### src/rtl/rnd_addnarrow_pkg.sv
package rnd_addnarrow_pkg;

  typedef enum logic [1:0] {
    SZ_RSVD = 2'b00,
    SZ_16   = 2'b01,
    SZ_32   = 2'b10,
    SZ_64   = 2'b11
  } lane_size_e;

  localparam int unsigned NUM_SIZES = 3;
  localparam int unsigned MIN_LANE_W = 16;

  // source lane width for a legal size code
  function automatic int unsigned lane_width(input lane_size_e sz);
    return 8 << sz;
  endfunction

endpackage

### src/rtl/rna_lane.sv
module rna_lane #(
  parameter int unsigned SRC_W = 16
) (
  input  logic [SRC_W-1:0] lane_a,
  input  logic [SRC_W-1:0] lane_b,
  output logic [SRC_W-1:0] lane_out
);
  localparam int unsigned HALF_W = SRC_W / 2;
  localparam logic [SRC_W:0] RND = (SRC_W+1)'(1) << (HALF_W - 1);

  logic [SRC_W:0] full_sum;

  always_comb begin
    full_sum = {1'b0, lane_a} + {1'b0, lane_b} + RND;
    // bit SRC_W (carry) dropped; low narrow slot holds upper half
    lane_out = {{HALF_W{1'b0}}, full_sum[SRC_W-1:HALF_W]};
  end

endmodule

### src/rtl/rna_bank.sv
module rna_bank #(
  parameter int unsigned VEC_W = 128,
  parameter int unsigned SRC_W = 16
) (
  input  logic [VEC_W-1:0] vec_a,
  input  logic [VEC_W-1:0] vec_b,
  output logic [VEC_W-1:0] vec_out
);
  localparam int unsigned LANES = VEC_W / SRC_W;

  for (genvar e = 0; e < LANES; e++) begin : g_lane
    rna_lane #(.SRC_W(SRC_W)) lane_i (
      .lane_a  (vec_a[e*SRC_W +: SRC_W]),
      .lane_b  (vec_b[e*SRC_W +: SRC_W]),
      .lane_out(vec_out[e*SRC_W +: SRC_W])
    );
  end

endmodule

### src/rtl/rna_select.sv
module rna_select
  import rnd_addnarrow_pkg::*;
#(
  parameter int unsigned VEC_W = 128
) (
  input  lane_size_e       sel_size,
  input  logic [VEC_W-1:0] res_16,
  input  logic [VEC_W-1:0] res_32,
  input  logic [VEC_W-1:0] res_64,
  output logic             sel_legal,
  output logic [VEC_W-1:0] sel_result
);

  always_comb begin
    sel_legal  = 1'b1;
    sel_result = '0;
    unique case (sel_size)
      SZ_16:   sel_result = res_16;
      SZ_32:   sel_result = res_32;
      SZ_64:   sel_result = res_64;
      default: sel_legal  = 1'b0;
    endcase
  end

endmodule

### src/rtl/rna_outreg.sv
module rna_outreg
  import rnd_addnarrow_pkg::*;
#(
  parameter int unsigned VEC_W = 128
) (
  input  logic             clk,
  input  logic             rst_n,
  input  logic             req_valid,
  input  logic             req_legal,
  input  lane_size_e       req_size,
  input  logic [VEC_W-1:0] req_result,
  output logic             q_valid,
  output logic             q_illegal,
  output logic [VEC_W-1:0] q_result
);
  localparam int unsigned SLOTS8 = VEC_W / 8;

  logic             load;
  logic             valid_d, illegal_d;
  logic [VEC_W-1:0] result_d;
  lane_size_e       size_q, size_d;

  always_comb begin
    load      = req_valid & req_legal;
    valid_d   = load;
    illegal_d = req_valid & ~req_legal;
    result_d  = q_result;
    size_d    = size_q;
    if (load) begin
      result_d = req_result;
      size_d   = req_size;
    end
  end

  always_ff @(posedge clk or negedge rst_n) begin
    if (!rst_n) begin
      q_valid   <= 1'b0;
      q_illegal <= 1'b0;
    end else begin
      q_valid   <= valid_d;
      q_illegal <= illegal_d;
    end
  end

  always_ff @(posedge clk or negedge rst_n) begin
    if (!rst_n) begin
      q_result <= '0;
      size_q   <= SZ_RSVD;
    end else if (load) begin
      q_result <= result_d;
      size_q   <= size_d;
    end
  end

  // mask of upper-half bits of every source lane for the held size
  function automatic logic [VEC_W-1:0] upper_mask(input lane_size_e sz);
    logic [VEC_W-1:0] m;
    int unsigned w;
    m = '0;
    w = (sz == SZ_RSVD) ? MIN_LANE_W : lane_width(sz);
    for (int i = 0; i < VEC_W; i++)
      if ((i % w) >= (w / 2)) m[i] = 1'b1;
    return m;
  endfunction

  p_flags_exclusive_r7: assert property (@(posedge clk) disable iff (!rst_n)
    !(q_valid && q_illegal));

  p_valid_latency_r8: assert property (@(posedge clk) disable iff (!rst_n)
    (req_valid && req_size != SZ_RSVD) |=> q_valid);

  p_no_spurious_valid_r8: assert property (@(posedge clk) disable iff (!rst_n)
    !(req_valid && req_size != SZ_RSVD) |=> !q_valid);

  p_illegal_pulse_r7: assert property (@(posedge clk) disable iff (!rst_n)
    (req_valid && req_size == SZ_RSVD) |=> (q_illegal && !q_valid));

  p_hold_result_r7: assert property (@(posedge clk) disable iff (!rst_n)
    !(req_valid && req_size != SZ_RSVD) |=> $stable(q_result));

  p_odd_zero_r6: assert property (@(posedge clk) disable iff (!rst_n)
    q_valid |-> ((q_result & upper_mask(size_q)) == '0));

  p_mask_sane_r6: assert property (@(posedge clk) disable iff (!rst_n)
    $countones(upper_mask(SZ_16)) == SLOTS8 * 4);

endmodule

### src/rtl/rnd_addnarrow_top.sv
module rnd_addnarrow_top
  import rnd_addnarrow_pkg::*;
#(
  parameter int unsigned VEC_W = 128
) (
  input  logic             clk,
  input  logic             rst_n,
  input  logic             in_valid,
  input  logic [1:0]       in_size,
  input  logic [VEC_W-1:0] in_a,
  input  logic [VEC_W-1:0] in_b,
  output logic             out_valid,
  output logic             out_illegal,
  output logic [VEC_W-1:0] out_result
);

  if ((VEC_W % 64) != 0 || VEC_W == 0) begin : g_bad_width
    $error("VEC_W must be a non-zero multiple of 64");
  end

  logic [VEC_W-1:0] bank_res [NUM_SIZES];
  logic [VEC_W-1:0] sel_result;
  logic             sel_legal;
  lane_size_e       size_e;

  assign size_e = lane_size_e'(in_size);

  for (genvar k = 0; k < NUM_SIZES; k++) begin : g_bank
    rna_bank #(.VEC_W(VEC_W), .SRC_W(MIN_LANE_W << k)) bank_i (
      .vec_a  (in_a),
      .vec_b  (in_b),
      .vec_out(bank_res[k])
    );
  end

  rna_select #(.VEC_W(VEC_W)) select_i (
    .sel_size  (size_e),
    .res_16    (bank_res[0]),
    .res_32    (bank_res[1]),
    .res_64    (bank_res[2]),
    .sel_legal (sel_legal),
    .sel_result(sel_result)
  );

  rna_outreg #(.VEC_W(VEC_W)) outreg_i (
    .clk       (clk),
    .rst_n     (rst_n),
    .req_valid (in_valid),
    .req_legal (sel_legal),
    .req_size  (size_e),
    .req_result(sel_result),
    .q_valid   (out_valid),
    .q_illegal (out_illegal),
    .q_result  (out_result)
  );

endmodule

### config.mk
export PLATFORM = sky130hd
export DESIGN_NAME = rnd_addnarrow_top
export DESIGN_NICKNAME = d
export VERILOG_FILES = /design/src/rtl/rnd_addnarrow_pkg.sv /design/src/rtl/rna_lane.sv /design/src/rtl/rna_bank.sv /design/src/rtl/rna_select.sv /design/src/rtl/rna_outreg.sv /design/src/rtl/rnd_addnarrow_top.sv
export SDC_FILE = /design/constraint.sdc
export NUM_CORES = 1
export LEC_CHECK = 0
export BUFFER_PORTS_ARGS = -buffer_cell sky130_fd_sc_hd__buf_4
export CAP_MARGIN = 5
export CORE_ASPECT_RATIO = 1.25
export CORE_UTILIZATION = 57
export CTS_CLUSTER_DIAMETER = 80
export DETAILED_ROUTE_END_ITERATION = 10
export PLACE_DENSITY = 0.92
export SLEW_MARGIN = 5
export SYNTH_ARGS = -nofsm -noshare
export SYNTH_HDL_FRONTEND = slang
export SYNTH_SLANG_ARGS = --single-unit
### constraint.sdc
create_clock -name clk -period 2.35 [get_ports clk]
set_clock_uncertainty 0.05 [all_clocks]
set_input_delay 0.235 -clock clk [delete_from_list [all_inputs] [get_ports clk]]
set_output_delay 0.235 -clock clk [all_outputs]
set_load 0.1 [all_outputs]
==> impl_metrics.tcl, run 1 <==
set metrics [dict create \
    yosys.area.top_type "ha_1" \
    yosys_register_bits 114 \
    hold_buffers 1 \
    post_cts_buffers 64 \
    ctsResizeCount 313 \
    yosys_warnings 0 \
    cts_buffer_depth 2 \
    synth.area.top_cells "ha_1, dfrtp_1, xnor2_1" \
    root_buffer "clkbuf_16" \
    haltStage "4_1_cts" \
    die_height_um 190 \
    syn-cell-area_um2 16100 \
    synth.avg_cell_area_um2 7.91 \
    first-error "[ERROR DPL-0033] detailed placement checks failed during check placement." \
    numCtsBuffers 17 \
    synth_top_area_share_pct 20.8 \
    syn_inst 2035 \
    portBuffers 374 \
    dp_hpwl_um 64500 \
    ys_types 96 \
    status "aborted with a tool error" \
    initial_core_util_pct 58.1 \
    cts_sinks 114 \
    die_width_um 152 \
    htreeDepth 4 \
    async_flop_share_pct 100 \
    place.gp.congestion 1.13 \
    io_pins 391 \
    ys_seq_area_share_pct 17.7 \
    row_count 68 \
    synth_ff_type "dfrtp_1" \
    synth-edff-count 0 \
]
[kinds of logic after synthesis]
| kind of cell | Yosys count | share of synthesized area, % |
|---|---|---|
| compound gates | 730 | 29.7 |
| simple gates | 505 | 15.3 |
| fa+ha+maj | 270 | 20.9 |
| buf+inv | 221 | 5.55 |
| xor+xnor | 186 | 10.3 |
| flops | 114 | 17.7 |
| mux | 8 | 0.505 |
| other cells | 1 | 0.0233 |
[synthesized netlist by cell type (16+ instances only)]
master / number
a31oi_1: 32
a22oi_1: 27
a21oi_1: 194
xnor2_1: 112
ha_1: 268
nand3_1: 36
buf_4: 16
nor2_1: 111
dfrtp_1: 114
o21ai_1: 29
o31ai_1: 24
o21bai_1: 33
nor2b_1: 20
xor2_1: 71
nand2_1: 176
and2_1: 17
nor3_1: 26
clkbuf_1: 111
inv_1: 90
nand4_1: 40
and3_1: 16
a21o_1: 77
o21ai_0: 152
o21a_1: 19
[stage by stage]
stage / std cells / setup slack [ns] / instance area, µm² / setup TNS, ns / hold WS (ns)
3_5_place_dp: 3140 / -1.01 / 24700 / -79.95 / 0.270
3_3_place_gp: 3140 / -0.808 / 24700 / -60.79 / 0.267
2_1_floorplan: 2050 / -0.470 / 18600 / -22.46 / -0.111
==> run 2: changes to the inputs <==
--- a/config.mk
+++ b/config.mk
@@ -7,11 +7,9 @@
 export LEC_CHECK = 0
 export BUFFER_PORTS_ARGS = -buffer_cell sky130_fd_sc_hd__buf_4
 export CAP_MARGIN = 5
-export CORE_ASPECT_RATIO = 1.25
-export CORE_UTILIZATION = 57
-export CTS_CLUSTER_DIAMETER = 80
+export CORE_UTILIZATION = 40
 export DETAILED_ROUTE_END_ITERATION = 10
-export PLACE_DENSITY = 0.92
+export PLACE_DENSITY_LB_ADDON = 0.15
 export SLEW_MARGIN = 5
 export SYNTH_ARGS = -nofsm -noshare
 export SYNTH_HDL_FRONTEND = slang
==> impl_metrics.tcl, run 2 <==
set metrics [dict create \
    layout.cells.most_common_list "buf_4, nand2_1, ha_4" \
    synth_top_area_share_pct 20.8 \
    htreeDepth 4 \
    portBuffers 374 \
    dp_hpwl_um 56900 \
    finalWorstSetupSlack_ns -0.433 \
    startpoint "in_b[10]" \
    hold_slack_ns 0.100 \
    setup_viol 86 \
    cts_tree "yes" \
    drc_errors 0 \
    max_cap_violations 0 \
    syn-cell-area_um2 16100 \
    synth_ff_type "dfrtp_1" \
    vias_per_cell 5.62 \
    grt_first_pass_wirelength_um 108000 \
    regArea_um2 2850 \
    fill_cells 2965 \
    clk_pin_slew_ns 0.06 \
    violations "negative setup slack" \
    yosys_register_bits 114 \
    peakVddDrop_v 0.000466 \
    p_total_mw 18.2 \
    status "finished, violations left" \
    min_period_ns 2.78 \
    crit_path_end_kind "register" \
    hold_violations 0 \
    multi_input_area_um2 16700 \
    root_buffer "clkbuf_16" \
    grt.overflow.total 0 \
    area_growth_pct 81.3 \
    utilization_pct 73.5 \
    die_area_um2 41100 \
    grtUsageTotal_pct 33.5 \
    insertion_delay_ns 0.43 \
    initial_core_util_pct 40.5 \
    ys_seq_area_share_pct 17.7 \
    routedWlPerCell_um 20.6 \
    antenna_found_initial 1 \
    min_path_type "in -> reg" \
    grt_max_degree 115 \
    wl_um 71500 \
    synth.area.top_cells "ha_1, dfrtp_1, xnor2_1" \
    drt_first_pass_iters 5 \
    pre_cts_ws_ns -1.00 \
    drv_slew 0 \
    yosysMostFrequentCell "ha_1" \
    core_um2 39700 \
    num_vias 19500 \
    cts_sinks 114 \
    grt_pass1_vias 19800 \
    path_class "in -> reg" \
    min_from "in_valid" \
    layout.cells.non_filler 3473 \
    top_register "outreg_i.q_result" \
    leakage_nw 13.3 \
    start_kind "primary input" \
    numCtsBuffers 17 \
    syn_inst 2035 \
    row_count 73 \
    die_height_um 203 \
    slew_headroom_pct 47.3 \
    reg2reg_from "outreg_i.q_result[73]" \
    placed_cells 3369 \
    ys_types 96 \
    nets 3465 \
    die_width_um 203 \
    clock.fmax_ghz 0.359 \
    crit_arrival_ns 3.06 \
    placed_cell_area_um2 25300 \
    drive_gt1_share_pct 53.0 \
    drt-initial-drc-count 1196 \
    powerDensity_nw_per_um2 623 \
    yosys_warnings 0 \
    cts_buffer_depth 2 \
    crit_fanout 5 \
    fin_crit_sh_pct 118 \
    required_ns 2.63 \
    worstMarginPinSlew_ns 0.782 \
    final_common_cell "buf_4" \
    antenna_cells 0 \
    largestRegisters "outreg_i.q_result: 112 flops, outreg_i.q_illegal: 1 flops, outreg_i.q_valid: 1 flops" \
    setup_tns_ns -19.02 \
    async_flop_share_pct 100 \
    ant_nets 0 \
    finalInstanceArea_um2 29200 \
    synthTopCellsByCount "ha_1, a21oi_1, nand2_1, o21ai_0, dfrtp_1" \
    synth.avg_cell_area_um2 7.91 \
    largest_reg_flops 112 \
    yosys.area.top_type "ha_1" \
    io_pins 391 \
    rsz0062_at_grt "yes" \
    synth-edff-count 0 \
    place.gp.congestion 0.979 \
]
-- run 2: path summary, 6_finish.rpt --
kind                                          to  slack, ns  cells past startpoint
setup / recovery            outreg_i.q_result[8]      -0.43                     15
max in group asynchronous  outreg_i.q_result[15]       1.33                      3
hold / removal             outreg_i.q_result[82]       0.10                      2
hold reg to reg            outreg_i.q_result[48]       0.43                      2
setup reg to reg           outreg_i.q_result[73]       1.31                      3
min in group asynchronous  outreg_i.q_result[51]       0.35                      3
-- run 2: where the power goes --
part / total [mW] / switching (mW) / internal (mW)
sequential: 2.67 / 0.355 / 2.31
combinational: 12.5 / 7.48 / 5.06
clock: 2.99 / 1.05 / 1.94
total: 18.2 / 8.89 / 9.31
-- run 2: cells by family after synthesis --
group / after synthesis / share of synthesized area (%)
AND/OR/NAND/NOR: 505 / 15.3
buffers and inverters: 221 / 5.55
AO/OA/AOI/OAI: 730 / 29.7
XOR/XNOR: 186 / 10.3
other: 1 / 0.0233
multiplexers: 8 / 0.505
flip-flops: 114 / 17.7
adder cells (fa/ha/maj): 270 / 20.9
-- run 2: layout make-up --
cell class / count / share of cell area [%]
tap: 525 / 2.25
timing repair buffer: 998 / 27.2
sequential: 114 / 9.77
inverter: 90 / 1.20
clock inverter: 12 / 0.694
multi-input combinational: 1715 / 57.3
clock buffer: 19 / 1.55
-- run 2: per-layer routing --
metal,vias to the layer above,global-route usage [%],wire [µm]
met5,-,0,11
met4,2,13.9,3390
met3,185,5.02,4170
met2,728,57.9,34600
met1,9383,41.4,29300
li1,9210,-,-
-- run 2: critical path, cell delays in order --
cell and delay, ns:
buf_4 0.12, ha_4 0.26, ha_4 0.19, a21o_1 0.20, a21oi_4 0.20, o21ai_4 0.10
or3_4 0.40, a311o_1 0.33, buf_4 0.16, a21oi_2 0.17, o21ai_2 0.11, buf_6 0.15
a21boi_4 0.16, xnor2_2 0.11, a21o_1 0.16
-- run 2: what timing repair did --
action                                 CTS  global route
endpoints found under the hold margin  114             0
setup endpoints to repair               90            96
gates resized for setup                258           223
hold buffers                             1             0
buffers inserted                        42            46
pin swaps                              190           169
Power figures use the tool's default switching activity.
==> run 3: changes to the inputs <==
--- a/config.mk
+++ b/config.mk
@@ -8,8 +8,8 @@
 export BUFFER_PORTS_ARGS = -buffer_cell sky130_fd_sc_hd__buf_4
 export CAP_MARGIN = 5
 export CORE_UTILIZATION = 40
+export CTS_BUF_LIST = sky130_fd_sc_hd__clkbuf_16
 export DETAILED_ROUTE_END_ITERATION = 10
-export PLACE_DENSITY_LB_ADDON = 0.15
 export SLEW_MARGIN = 5
 export SYNTH_ARGS = -nofsm -noshare
 export SYNTH_HDL_FRONTEND = slang
==> impl_metrics.tcl, run 3 (synthesis gave the netlist of run 2 again) <==
set metrics [dict create \
    status "finished, violations left" \
    violations "negative setup slack" \
    top_register "outreg_i.q_result" \
    fill_cells 2939 \
    leakage_nw 13.5 \
    die_height_um 203 \
    die_area_um2 41100 \
    path_class "in -> reg" \
    regArea_um2 2850 \
    hold_slack_ns 0.0952 \
    vias_per_cell 5.62 \
    clk_pin_slew_ns 0.06 \
    start_kind "primary input" \
    powerDensity_nw_per_um2 607 \
    worstMarginPinSlew_ns 0.876 \
    antenna_found_initial 0 \
    drt-initial-drc-count 1201 \
    grt_pass1_vias 19900 \
    io_pins 391 \
    cts_tree "yes" \
    worst_path_max_delay_cell "a211o_1" \
    peakVddDrop_v 0.000465 \
    portBuffers 374 \
    final_common_cell "buf_4" \
    numCtsBuffers 17 \
    crit_arrival_ns 3.10 \
    cts_buffer_depth 2 \
    wl_um 72700 \
    initial_core_util_pct 40.5 \
    nets 3496 \
    largestRegisters "outreg_i.q_result: 112 flops, outreg_i.q_illegal: 1 flops, outreg_i.q_valid: 1 flops" \
    rsz0062_at_grt "yes" \
    ant_nets 0 \
    crit_path_end_kind "register" \
    crit_fanout 3 \
    antenna_cells 0 \
    path_cells "buf_6, ha_4, ha_4, nand4_1, a211o_1, buf_6, a221oi_4, nor3_4, o31ai_2, buf_4, a21o_1, xor2_1, a221oi_1, a21oi_1" \
    core_um2 39700 \
    cts_sinks 114 \
    largest_reg_flops 112 \
    fin_crit_sh_pct 119 \
    routedWlPerCell_um 20.7 \
    grtUsageTotal_pct 33.8 \
    drv_slew 0 \
    placed_cells 3399 \
    setup_viol 92 \
    area_growth_pct 82.7 \
    finalWorstSetupSlack_ns -0.440 \
    min_path_type "in -> reg" \
    grt_max_degree 99 \
    layout.cells.most_common_list "buf_4, nand2_1, ha_4" \
    clock.fmax_ghz 0.358 \
    layout.cells.non_filler 3504 \
    num_vias 19700 \
    hold_violations 0 \
    drt_first_pass_iters 5 \
    drive_gt1_share_pct 53.6 \
    min_period_ns 2.79 \
    drc_errors 0 \
    grt_first_pass_wirelength_um 109000 \
    die_width_um 203 \
    dp_hpwl_um 57400 \
    critical_path.max_stage_delay_ns 0.37 \
    multi_input_area_um2 16900 \
    required_ns 2.66 \
    htreeDepth 4 \
    place.gp.congestion 0.989 \
    root_buffer "clkbuf_16" \
    slew_headroom_pct 41.0 \
    row_count 73 \
    grt.overflow.total 0 \
    insertion_delay_ns 0.43 \
    max_cap_violations 0 \
]
==> run 3: cell types whose count changed in the layout (fill, tap and decap cells not counted), moves of 6 or more <==
cell,previous run,this run
buf_4,892,925
buf_8,8,1
xnor2_1,82,76
a21oi_2,61,51
a21oi_4,21,32
xor2_2,20,13
==> run 3: per-layer routing <==
metal  routed length, µm  track usage (%)
met1               29500             41.9
met2               36000             60.0
met3                4220             3.52
met4                3010             13.1
met5                   0                0
==> run 3: power by group <==
group / internal [mW] / switching, mW
registers: 2.31 / 0.340
clock network: 1.44 / 1.02
logic: 5.18 / 7.57
total: 8.93 / 8.93
==> run 3: layout make-up <==
class                   count  share of cell area [%]
clock inverters            14                   0.404
flip-flops and latches    114                    9.70
repair buffers           1029                    27.8
well taps                 525                    2.23
multi-input cells        1715                    57.3
clock buffers              17                    1.45
inverters                  90                    1.15
==> run 3: timing repair <==
| item | CTS | global route |
|---|---|---|
| hold buffers | 1 | 0 |
| gates resized for setup | 304 | 186 |
| gates cloned | 0 | 0 |
| endpoints found under the hold margin | 33 | 0 |
| setup endpoints to repair | 91 | 99 |
| buffers inserted | 65 | 39 |
| pin swaps | 213 | 169 |
==> run 3: stage by stage <==
| stage | util, % | worst slack (ns) | setup TNS [ns] | total power [mW] | instance area, µm² |
|---|---|---|---|---|---|
| 2_1_floorplan | - | -0.470 | -22.46 | 9.64 | 18600 |
| 6_report | 74.0 | -0.440 | -20.71 | 17.9 | 29400 |
| 3_5_place_dp | 64.3 | -0.931 | -71.15 | 13.8 | 25600 |
| 4_1_cts | 71.1 | -0.349 | -16.35 | 17.1 | 28200 |
| 3_3_place_gp | 64.3 | -0.927 | -68.57 | 13.7 | 25600 |
| 5_1_grt | 74.0 | -0.486 | -28.08 | 18.6 | 29400 |
==> run 3: worst max-delay path: cells and delay by family <==
kind	cells	cell delay, ns
XOR/XNOR	1	0.35
AO/OA/AOI/OAI	6	1.42
adder cells (fa/ha/maj)	2	0.49
buffers and inverters	3	0.42
AND/OR/NAND/NOR	2	0.18
==> run 3: worst paths after layout <==
| check | start | end | slack, ns | depth (start not counted) |
|---|---|---|---|---|
| setup / recovery | in_a[2] | outreg_i.q_result[3] | -0.44 | 14 |
| hold / removal | in_valid | outreg_i.q_result[82] | 0.1 | 2 |
| setup reg to reg | outreg_i.q_result[73] | outreg_i.q_result[73] | 1.28 | 3 |
| hold reg to reg | outreg_i.q_result[54] | outreg_i.q_result[54] | 0.43 | 2 |
| max in group asynchronous | rst_n | outreg_i.q_result[104] | 1.27 | 3 |
| min in group asynchronous | rst_n | outreg_i.q_result[51] | 0.29 | 2 |
